## src/rtl/wprot_status_pkg.sv

```systemverilog
package wprot_status_pkg;
  localparam int SR_W     = 8;
  localparam int B_PINEN  = 7;
  localparam int B_LVL1   = 3;
  localparam int B_LVL0   = 2;
  localparam int B_WEN    = 1;
  localparam int B_BUSY   = 0;
  localparam logic [SR_W-1:0] NV_MASK =
    (SR_W'(1) << B_PINEN) | (SR_W'(1) << B_LVL1) | (SR_W'(1) << B_LVL0);

  typedef enum logic [1:0] {
    LVL_NONE = 2'b00,
    LVL_QTR  = 2'b01,
    LVL_HALF = 2'b10,
    LVL_ALL  = 2'b11
  } prot_lvl_e;
endpackage

```

## src/rtl/wprot_range_dec.sv

```systemverilog
module wprot_range_dec
  import wprot_status_pkg::*;
#(
  parameter int ADDR_W = 17
) (
  input  logic [1:0]        lvl_i,
  input  logic [ADDR_W-1:0] addr_i,
  output logic              hit_o
);
  localparam logic [ADDR_W-1:0] QTR_BASE  = ADDR_W'(3) << (ADDR_W - 2);
  localparam logic [ADDR_W-1:0] HALF_BASE = ADDR_W'(1) << (ADDR_W - 1);

  always_comb begin
    case (prot_lvl_e'(lvl_i))
      LVL_NONE: hit_o = 1'b0;
      LVL_QTR:  hit_o = (addr_i >= QTR_BASE);
      LVL_HALF: hit_o = (addr_i >= HALF_BASE);
      default:  hit_o = 1'b1;
    endcase
  end
endmodule

```

## src/rtl/wprot_wel.sv

```systemverilog
module wprot_wel (
  input  logic clk,
  input  logic rst_n,
  input  logic set_i,
  input  logic clr_i,
  input  logic busy_i,
  input  logic cyc_done_i,
  output logic wen_o
);
  logic wen_d, wen_q;

  always_comb begin
    wen_d = wen_q;
    if (cyc_done_i)   wen_d = 1'b0;
    else if (!busy_i) begin
      if (clr_i)      wen_d = 1'b0;
      else if (set_i) wen_d = 1'b1;
    end
  end

  always_ff @(posedge clk or negedge rst_n) begin
    if (!rst_n) wen_q <= 1'b0;
    else        wen_q <= wen_d;
  end

  assign wen_o = wen_q;
endmodule

```

## src/rtl/wprot_nv_store.sv

```systemverilog
module wprot_nv_store
  import wprot_status_pkg::*;
(
  input  logic            clk,
  input  logic            rst_n,
  input  logic            stb_i,
  input  logic [SR_W-1:0] data_i,
  input  logic            busy_i,
  input  logic            hw_lock_i,
  input  logic            frame_end_i,
  input  logic            ok_i,
  output logic [SR_W-1:0] nv_o,
  output logic            commit_o
);
  logic            pend_d, pend_q;
  logic [SR_W-1:0] hold_d, hold_q;
  logic [SR_W-1:0] nv_d, nv_q;

  assign commit_o = frame_end_i & pend_q & ok_i;

  always_comb begin
    pend_d = pend_q;
    hold_d = hold_q;
    nv_d   = nv_q;
    if (pend_q && hw_lock_i) pend_d = 1'b0;
    if (stb_i && !busy_i) begin
      pend_d = 1'b1;
      hold_d = data_i;
    end
    if (frame_end_i) pend_d = 1'b0;
    if (commit_o) nv_d = (nv_q & ~NV_MASK) | (hold_q & NV_MASK);
  end

  always_ff @(posedge clk or negedge rst_n) begin
    if (!rst_n) begin
      pend_q <= 1'b0;
      hold_q <= '0;
      nv_q   <= '0;
    end else begin
      pend_q <= pend_d;
      hold_q <= hold_d;
      nv_q   <= nv_d;
    end
  end

  assign nv_o = nv_q & NV_MASK;
endmodule

```

## src/rtl/wprot_status.sv

```systemverilog
module wprot_status
  import wprot_status_pkg::*;
#(
  parameter int ADDR_W = 17
) (
  input  logic              clk,
  input  logic              rst_n,
  input  logic              wp_high_i,
  input  logic              set_wel_i,
  input  logic              clr_wel_i,
  input  logic              sr_wr_stb_i,
  input  logic [7:0]        sr_data_i,
  input  logic              frame_end_i,
  input  logic [ADDR_W-1:0] arr_addr_i,
  input  logic              busy_i,
  output logic [7:0]        status_o,
  output logic              arr_wr_ok_o,
  output logic              sr_wr_ok_o,
  output logic              sr_commit_o
);
  logic [1:0]      rst_sync_q;
  logic            rst_int_n;
  logic            busy_q;
  logic            wen_q;
  logic            hw_lock;
  logic            range_hit;
  logic [SR_W-1:0] nv;

  always_ff @(posedge clk or negedge rst_n) begin
    if (!rst_n) rst_sync_q <= 2'b00;
    else        rst_sync_q <= {rst_sync_q[0], 1'b1};
  end
  assign rst_int_n = rst_sync_q[1];

  always_ff @(posedge clk or negedge rst_int_n) begin
    if (!rst_int_n) busy_q <= 1'b0;
    else            busy_q <= busy_i;
  end

  wprot_wel u_wel (
    .clk        (clk),
    .rst_n      (rst_int_n),
    .set_i      (set_wel_i),
    .clr_i      (clr_wel_i),
    .busy_i     (busy_i),
    .cyc_done_i (busy_q & ~busy_i),
    .wen_o      (wen_q)
  );

  assign hw_lock    = nv[B_PINEN] & ~wp_high_i;
  assign sr_wr_ok_o = wen_q & ~hw_lock & ~busy_i;

  wprot_nv_store u_nv (
    .clk         (clk),
    .rst_n       (rst_int_n),
    .stb_i       (sr_wr_stb_i),
    .data_i      (sr_data_i),
    .busy_i      (busy_i),
    .hw_lock_i   (hw_lock),
    .frame_end_i (frame_end_i),
    .ok_i        (sr_wr_ok_o),
    .nv_o        (nv),
    .commit_o    (sr_commit_o)
  );

  wprot_range_dec #(.ADDR_W(ADDR_W)) u_dec (
    .lvl_i  ({nv[B_LVL1], nv[B_LVL0]}),
    .addr_i (arr_addr_i),
    .hit_o  (range_hit)
  );

  assign arr_wr_ok_o = wen_q & ~range_hit & ~busy_i;

  always_comb begin
    if (busy_i) status_o = '1;
    else begin
      status_o        = nv;
      status_o[B_WEN] = wen_q;
    end
  end
endmodule

```

## config.mk

```make
export PLATFORM = sky130hd
export DESIGN_NAME = wprot_status
export DESIGN_NICKNAME = d
export VERILOG_FILES = /design/src/rtl/wprot_status_pkg.sv /design/src/rtl/wprot_range_dec.sv /design/src/rtl/wprot_wel.sv /design/src/rtl/wprot_nv_store.sv /design/src/rtl/wprot_status.sv
export SDC_FILE = /design/constraint.sdc
export NUM_CORES = 1
export LEC_CHECK = 0
export BUFFER_PORTS_ARGS = -buffer_cell sky130_fd_sc_hd__buf_4
export CELL_PAD_IN_SITES_DETAIL_PLACEMENT = 0
export CELL_PAD_IN_SITES_GLOBAL_PLACEMENT = 1
export CORE_MARGIN = 2
export CORE_UTILIZATION = 25
export CTS_CLUSTER_DIAMETER = 60
export CTS_CLUSTER_SIZE = 28
export DETAILED_ROUTE_END_ITERATION = 16
export GPL_ROUTABILITY_DRIVEN = 0
export PLACE_DENSITY_LB_ADDON = 0.1
export SLEW_MARGIN = 5
export SYNTH_ARGS = -nofsm -noshare
export SYNTH_HDL_FRONTEND = slang
export SYNTH_SLANG_ARGS = --single-unit
```

## constraint.sdc

```tcl
create_clock -name clk -period 1.49 [get_ports clk]
set_clock_uncertainty 0.15 [all_clocks]
set_input_delay 0.298 -clock clk [delete_from_list [all_inputs] [get_ports clk]]
set_output_delay 0.298 -clock clk [all_outputs]
set_load 0.05 [all_outputs]
```

==> results.md <==
* Vias at a little over 400
* PortBufs at 23
* Hold Crit Class: flip-flop to async pin
* DP Cell Count at 94
* Placed cell area at a little under 800 um2
* Drt initial violations at 7
* Horiz. Die Dim at 49.2 um
* Slew Limit Fails at 0
* Total die area at around 2400 um2
* Synth warnings at 0
* Leakage at 0.454 nW
* Die height at approximately 49 um
* Vias per cell at around 3.9
* CTS tree: done
* Seq cells post-synth at 11
* Nature of the critical path startpoint: flip-flop
* Post-Syn Instances at 40
* Cts bufs inserted at 3
* RSZ-0062 raised after global routing: yes
* Clock Path Buffers at 2
* Synth Area in Simple Gates at 0.203
* Htree depth at 1
* Sequential element share of the synthesized area at 0.538
* Power Total at ~1.1 mW
* Root Buffer Master: clkbuf_4
* Fraction of layout cells with a size suffix above 1 at 0.750
* Critical path arrival at 1.29 ns
* Final Hold Viols at 0
* Number of global-route vias before repair at 403
* Main combinational cell family by area after synthesis: simple AND/OR/NAND/NOR gates
* Distinct cells, synth at 16
* Post-synth top area share at 0.538
* Final core utilization at 0.481
* Worst-path clk slew at 0.07 ns
* Core area at 1940 um2
* Drt pass-1 iters at 4
* Violations in the final reports: setup timing
* WL per Instance at 11.3 um
* Worst skew pair latency at between 0.2 and 0.3 ns
* Min Tclk post-route at approximately 1.7 ns
* Final WS setup at -0.253 ns
* Fmax at approximately 0.57 GHz
* Largest net degree at the start of global routing at 10
* Final worst-path cycle share at 1.17
* Total grt overflow at 0
* Starting Density at 0.264
* XOR/XNOR share of the synthesized area at 0
* Status: finished, violations left
* Fin nets at 110
* Cell area after synthesis at slightly above 500 um2
* Synth area leaders: dfrtp_1, mux2_2, buf_4
* Row Count at 16
* Worst R2R Path Depth at 4
* # DRC at 0
* Initial antenna violation count at 0
* Total clock sinks at 11
* First-pass GRT wire length at around 1900 um
* Total Wirelength at ~1200 um
* Power Density at around 1100 nW/um2
* ANT nets after route at 0
* Syn Nets at 73
* Synth Area in Adders at 0
* Antenna cells at 0
* Syn Area/Cell at approximately 13 um2
* Final instance area at between 900 and 1000 um2
* Worst VDD drop at between 0.5 and 0.6 mV
* Mux contribution to synthesized area at 0.132
* Layout area overhead at 82.6%
* CP max FO at 3
* Global Route Usage Sum at 0.108
* Synth area leader: dfrtp_1
* I/O pins at 44
* Reg2reg setup slack at ~0.050 ns
* TNS Setup at -1.05 ns
* Worst Path Required at roughly 1.0 ns
* Setup-failing EPs final at 7
* Non-Filler Instances at 103
* Area fraction in compound gates after synthesis at 0.0611
* Worst Path Class, Setup: flip-flop to output port
* Max-cap violation count at 0
* Setup crit end kind: output port
-- worst max-delay path: stages, from the launching register on --
cell and delay, ns:
dfrtp_1 0.41, a21o_1 0.19, a221oi_4 0.23, buf_6 0.19
-- registers in the layout (all words and copies together), names as in the netlist --
name	flops
rst_sync_q	2
u_wel.wen_o	1
u_nv.pend_q	1
u_nv.hold_q	3
u_nv.nv_q	3
busy_q	1
-- power breakdown --
group | switching [mW] | internal [mW] | total, mW
clock | 0.109 | 0.0994 | 0.208
combinational | 0.201 | 0.262 | 0.463
sequential | 0.0376 | 0.342 | 0.379
-- final timing paths --
check / startpoint / to
worst max-delay path: u_nv.nv_q[3] / arr_wr_ok_o
worst max register to register: u_nv.nv_q[7] / u_nv.nv_q[3]
min in group clk: frame_end_i / u_nv.pend_q
worst min-delay path: rst_sync_q[1] / u_wel.wen_o
worst min register to register: rst_sync_q[1] / u_wel.wen_o
max in group asynchronous: rst_sync_q[1] / u_nv.hold_q[3]
-- cell usage in the layout, fill, tap and decap left out, types with 2 or more instances in the layout --
cell type  synthesis  layout
and2b_2            2       2
buf_4              4      22
buf_6              0       8
buf_8              0       4
clkbuf_4           0       3
dfrtp_1           11      11
mux2_2             6       3
mux2_4             0       3
nor2_1             3       2
or2_4              0       4
-- timing repair --
action                     4_1_cts  5_1_grt
hold endpoints to repair         2        0
hold buffers                     1        0
gates resized for setup         20        3
gates cloned                     0        0
setup buffers                    3        2
pin swaps                        3        0
setup endpoints to repair        7       10
-- per-layer routing --
metal  vias up  share of wire  global-route usage  routed length, um
li1        203              -                   -                  -
met1       187           0.41               0.127                482
met2        16           0.53               0.187                618
met3         0          0.054              0.0184                 63
met4         0              0              0.0571                  0
met5         -              0                   0                  0
-- synth_stat cells --
master,n
o22a_2,1
a221oi_1,1
and2b_4,1
and2b_2,2
conb_1,1
or2_2,4
dfrtp_1,11
a21o_1,1
nand2b_4,1
nand2_1,1
a21oi_1,1
nand2b_1,1
buf_4,4
nor2_1,3
nor3_4,1
mux2_2,6
-- stage by stage --
| stage | setup slack, ns | hold slack [ns] |
|---|---|---|
| floorplan | -0.240 | -0.148 |
| global placement | -0.0398 | -0.0700 |
| detailed placement | -0.0440 | -0.0688 |
| CTS | -0.274 | 0.0217 |
| global route | -0.325 | 0.0347 |
| finish | -0.253 | 0.0110 |
-- kinds of logic (layout without fill, tap and decap cells) --
kind of cell,after synthesis,count (layout)
buffers and inverters,4,40
AOI/OAI and AO/OA,4,4
other,1,1
and+or+nand+nor,14,14
muxes,6,6
DFF,11,11
-- final cells by class --
cell class              count  area (um2)
fillers                   197        1010
repair buffers             36         345
flip-flops and latches     11         275
multi-input cells          25         253
well taps                  27        33.8
clock buffers               3        22.5
clock inverters             1        5.00
Power figures use the tool's default switching activity.
